## src/rtl/stb_srq_core.sv

```systemverilog
module stb_srq_core #(
  parameter int EXT_W = 8,
  parameter int TRC_W = 4,
  parameter int QST_W = 16,
  parameter int ESR_W = 8
) (
  input  logic             clk,
  input  logic             rst_n,
  input  logic [EXT_W-1:0] ext_evt,
  input  logic [EXT_W-1:0] ext_en,
  input  logic [TRC_W-1:0] trc_evt,
  input  logic [TRC_W-1:0] trc_en,
  input  logic [QST_W-1:0] qst_evt,
  input  logic [QST_W-1:0] qst_en,
  input  logic [ESR_W-1:0] esr_evt,
  input  logic [ESR_W-1:0] esr_en,
  input  logic             errq_nempty,
  input  logic             msg_avail,
  input  logic             sre_wr,
  input  logic [7:0]       sre_wdata,
  input  logic             sre_rd,
  input  logic             stb_rd,
  output logic [7:0]       status_byte,
  output logic [7:0]       stb_rdata,
  output logic [7:0]       sre_rdata,
  output logic             srq
);

  localparam logic [7:0] KEEP_MASK = 8'hBF;

  logic [7:0] base_bits;
  logic [7:0] mask_q;
  logic [7:0] en_vec;
  logic [7:0] prev_q;
  logic       rise;

  assign base_bits = {1'b0,
                      1'b0,
                      |(esr_evt & esr_en),
                      msg_avail,
                      |(qst_evt & qst_en),
                      errq_nempty,
                      |(trc_evt & trc_en),
                      |(ext_evt & ext_en)};

  assign en_vec      = base_bits & mask_q & KEEP_MASK;
  assign status_byte = {base_bits[7], |en_vec, base_bits[5:0]};
  assign rise        = |(en_vec & ~prev_q);

  always_ff @(posedge clk) begin
    if (!rst_n) begin
      mask_q    <= '0;
      prev_q    <= '0;
      srq       <= 1'b0;
      stb_rdata <= '0;
      sre_rdata <= '0;
    end else begin
      if (sre_wr) mask_q <= sre_wdata & KEEP_MASK;
      prev_q <= en_vec;
      srq    <= rise;
      if (stb_rd) stb_rdata <= status_byte;
      if (sre_rd) sre_rdata <= mask_q;
    end
  end

  // a pulse only follows a new enabled bit
  a_r9_srq_has_cause: assert property (@(posedge clk) disable iff (!rst_n)
    srq |-> |($past(en_vec) & ~$past(en_vec, 2)))
    else $error("srq without a rising enabled bit");

  // every new enabled bit yields a pulse
  a_r9_rise_gives_srq: assert property (@(posedge clk) disable iff (!rst_n)
    |($past(en_vec) & ~$past(en_vec, 2)) |-> srq)
    else $error("rising enabled bit without srq");

  // a request needs the master summary
  a_r8_srq_needs_summary: assert property (@(posedge clk) disable iff (!rst_n)
    srq |-> $past(status_byte[6]))
    else $error("srq while summary bit clear");

  // status snapshot
  a_r13_stb_capture: assert property (@(posedge clk) disable iff (!rst_n)
    stb_rd |=> stb_rdata == $past(status_byte))
    else $error("status snapshot mismatch");

  // mask write stores data with bit 6 cleared
  a_r11_mask_write: assert property (@(posedge clk) disable iff (!rst_n)
    sre_wr |=> (mask_q == {$past(sre_wdata[7]), 1'b0, $past(sre_wdata[5:0])}))
    else $error("mask write mismatch");

  // mask snapshot
  a_r13_sre_capture: assert property (@(posedge clk) disable iff (!rst_n)
    sre_rd |=> sre_rdata == $past(mask_q))
    else $error("mask snapshot mismatch");

endmodule

```

## config.mk

```make
export PLATFORM = sky130hd
export DESIGN_NAME = stb_srq_core
export DESIGN_NICKNAME = d
export VERILOG_FILES = /design/src/rtl/stb_srq_core.sv
export SDC_FILE = /design/constraint.sdc
export NUM_CORES = 1
export LEC_CHECK = 0
export BUFFER_PORTS_ARGS = -buffer_cell sky130_fd_sc_hd__buf_2
export CAP_MARGIN = 20
export CELL_PAD_IN_SITES_DETAIL_PLACEMENT = 0
export CELL_PAD_IN_SITES_GLOBAL_PLACEMENT = 1
export CORE_MARGIN = 2
export CORE_UTILIZATION = 26
export CTS_CLUSTER_DIAMETER = 40
export CTS_CLUSTER_SIZE = 12
export DETAILED_ROUTE_END_ITERATION = 7
export GPL_ROUTABILITY_DRIVEN = 0
export GPL_TIMING_DRIVEN = 0
export PLACE_DENSITY = 0.92
export SYNTH_ARGS = -nofsm -noshare
export SYNTH_HDL_FRONTEND = slang
export SYNTH_SLANG_ARGS = --single-unit
```

## constraint.sdc

```tcl
create_clock -name clk -period 3.12 [get_ports clk]
set_input_delay 0.312 -clock clk [delete_from_list [all_inputs] [get_ports clk]]
set_output_delay 0.312 -clock clk [all_outputs]
set_load 0.03 [all_outputs]
```

==> results.md <==
- Final Hold Fails: 0
- PwrDens: 457 mW/mm^2
- Peak supply drop: 362 uV
- Nets: 322
- Mean Syn Cell Area: 9.79 sq um
- Chip width: 72.3 microns
- XOR/XNOR Fraction of Synth Area: 0
- Outcome: completed
- Critical path fanouts, max: 3
- Fmax: 519 MHz
- List of most frequent post-synthesis cells: dfxtp_1 (28), nor2_1 (26), mux2i_1 (20)
- Vias in the first global route: 1324
- Synthesized instance count: 124
- Rows: 24
- Average wire per standard cell: 12.3 microns
- Critical path class: input port to output port
- P_sw: 220 uW
- Worst setup path startpoint: esr_evt[7]
- # diodes: 0
- Post-synthesis mux area share: 0.165
- Initial antenna violation count: 0
- Largest family of logic cells by synthesized area: compound AO/OA/AOI/OAI gates
- Worst Hold Class: input port to register
- Post-synth cell types: 25
- Fraction of registers with async set/reset: 0
- Layout Area Growth over Synthesis: 54.7%
- DIE AREA: 0.00523 sq mm
- Cells on worst reg2reg path: 4
- First-pass GRT wire length: 5.73 mm
- Sequential share of the synthesized area: 0.462
- Crit. End Element: output port
- Post-route ant nets: 0
- Final Slew Violations: 0
- Total number of vias: 1279
- Clock Path Buffers: 2
- Initial drt markers: 32
- Required time worst endpoint: 2810 ps
- PostCTS Resize Cnt: 0
- Total Wirelength: 3.52 mm
- Reg2Reg Launch Point: mask_q[1]
- Die Ht: 72.3 microns
- Min Hold Slack: 270 ps
- Flop and latch count out of synthesis: 28
- Minimum clock period: 1930 ps
- Final period util: 0.618
- YS warnings: 0
- EDFF count, synth: 0
- # setup viols final: 0
- R2R Path End: stb_rdata[6]
- Worst Max-Slew Pin Slew: 550 ps
- Vias/cell: 4.47
- Top post-synthesis cells by area: dfxtp_1 (46%), mux2i_1 (16%), nor2_1 (8.0%), a22o_1 (6.5%), buf_4 (3.1%)
- Clock Pin Slew Worst Setup and Hold Paths: 90 ps
- CP Launch Type: input port
- Simple-gate share of the synthesized area: 0.139
- Reg power frac: 0.451
- Sw Share: 0.257
- Top cell type's share of synthesized area: 0.462
- Post-Synth Adder-Cell Area: 0
- CTS tree: done
- R2R Setup Slk: 2050 ps
- Post-synth top area cell: dfxtp_1
- Number of buffers created by CTS: 3
- Cts hold-fix bufs: 0
- P_leak: 0.996 nW
- Fraction of layout cells with a size suffix above 1: 0.500
- Synth Cell Area: 0.00121 sq mm
- Power Internal: 638 uW
- IO Count: 112
- Clock Latency Late Sink: 270 ps
- Area of the core: 0.00441 sq mm
- Port Buf Inserts: 104
- Hold_sp: sre_wdata[5]
- Dpl hpwl: 3.00 mm
- RSZ-0062 raised after global routing: no
- CTS sink count: 28
- Starting density of the core: 0.275
- Fillers: 465
- Post-CTS Setup Bufs: 0
- GRT Overall Usage: 0.139
- Relative slew slack: 0.633
- Htree depth: 1
- Clock Skews: 6.82 ps
- Drc violations: 0
- Overflow after GRT: 0
- Worst Path Arrival: 1610 ps
- Drt pass-1 iters: 6
- Most used DFF post-synth: dfxtp_1
- Setup crit end: status_byte[6]
- Maxcap violations: 0
- Synth Area in Compound Gates: 0.181
- Logic pwr share: 0.222
- Root buffer cell: clkbuf_8
- Most frequent cell after synthesis: dfxtp_1
- Clock power frac: 0.327
- Largest net degree at the start of global routing: 17
- Sum Neg Setup Slack: 0 ps
[routing by layer]
layer / vias up / GRT usage / share of wire
li1: 662 / - / -
met1: 568 / 0.161 / 0.42
met2: 40 / 0.255 / 0.50
met3: 9 / 0.0403 / 0.058
met4: 0 / 0.0252 / 0.012
met5: - / 0 / 0
[worst max-delay path, cell delays in order]
cell and delay [ps]:
buf_2 90, a22o_1 240, o41ai_2 470, and3_1 250, nand2_1 60, buf_2 180
[registers in the layout, indices dropped and copies added (netlist names)]
signal and count:
mask_q 7, sre_rdata 7, stb_rdata 7, prev_q 6
srq 1
[worst min-delay path by stage]
| stage | cells past startpoint | to | slack (ps) |
|---|---|---|---|
| 2_1_floorplan | 2 | srq | 430 |
| 3_3_place_gp | 1 | srq | 440 |
| 3_5_place_dp | 1 | srq | 440 |
| 4_1_cts | 3 | mask_q[5] | 270 |
| 5_1_grt | 3 | srq | 270 |
| 6_report | 3 | mask_q[5] | 270 |
[per-stage QoR]
stage / area (sq um) / util / total power, mW / instances / setup WS, ps
4_1_cts: 1880 / 0.425 / 0.872 / 286 / 1180
3_5_place_dp: 1810 / 0.409 / 0.588 / 282 / 1180
5_1_grt: 1880 / 0.425 / 0.906 / 286 / 1070
6_report: 1880 / 0.425 / 0.858 / 286 / 1190
3_3_place_gp: 1810 / 0.409 / 0.584 / 282 / 1200
2_1_floorplan: 1220 / - / 0.504 / 126 / 1220
[cell families (layout without fill, tap and decap cells)]
group | count (synthesis) | in the layout
AOI/OAI and AO/OA | 25 | 25
other | 1 | 3
buffers and inverters | 11 | 119
and+or+nand+nor | 39 | 39
DFF | 28 | 28
muxes | 20 | 20
[power by group through the flow]
stage	sequential, mW	combinational [mW]	clock, mW
final	0.387	0.191	0.281
after global placement	0.395	0.189	0
after floorplan	0.417	0.0866	0
after global routing	0.389	0.208	0.308
after detailed placement	0.395	0.193	0
after CTS	0.387	0.193	0.292
[layout by cell type, fill, tap and decap left out, drive strengths merged, types with 2 or more instances in the layout]
| cell type | synthesis | layout |
|---|---|---|
| a22o | 10 | 10 |
| and3 | 2 | 2 |
| a22oi | 4 | 4 |
| nand2 | 6 | 6 |
| nor2 | 26 | 26 |
| buf | 6 | 110 |
| mux2i | 20 | 20 |
| clkbuf | 4 | 7 |
| conb | 1 | 3 |
| nand4 | 2 | 2 |
| a221oi | 4 | 4 |
| dfxtp | 28 | 28 |
| o21ai | 2 | 2 |
[final cells by class]
| cell class | count | area, sq um | area share |
|---|---|---|---|
| clock inverters | 1 | 30.0 | 0.0160 |
| plain buffers | 10 | 56.3 | 0.0300 |
| well taps | 52 | 65.1 | 0.0346 |
| clock buffers | 3 | 41.3 | 0.0220 |
| repair buffers | 104 | 520 | 0.277 |
| inverters | 1 | 3.75 | 0.00200 |
| multi-input cells | 87 | 601 | 0.320 |
| flip-flops and latches | 28 | 561 | 0.298 |
Power figures use the tool's default switching activity.
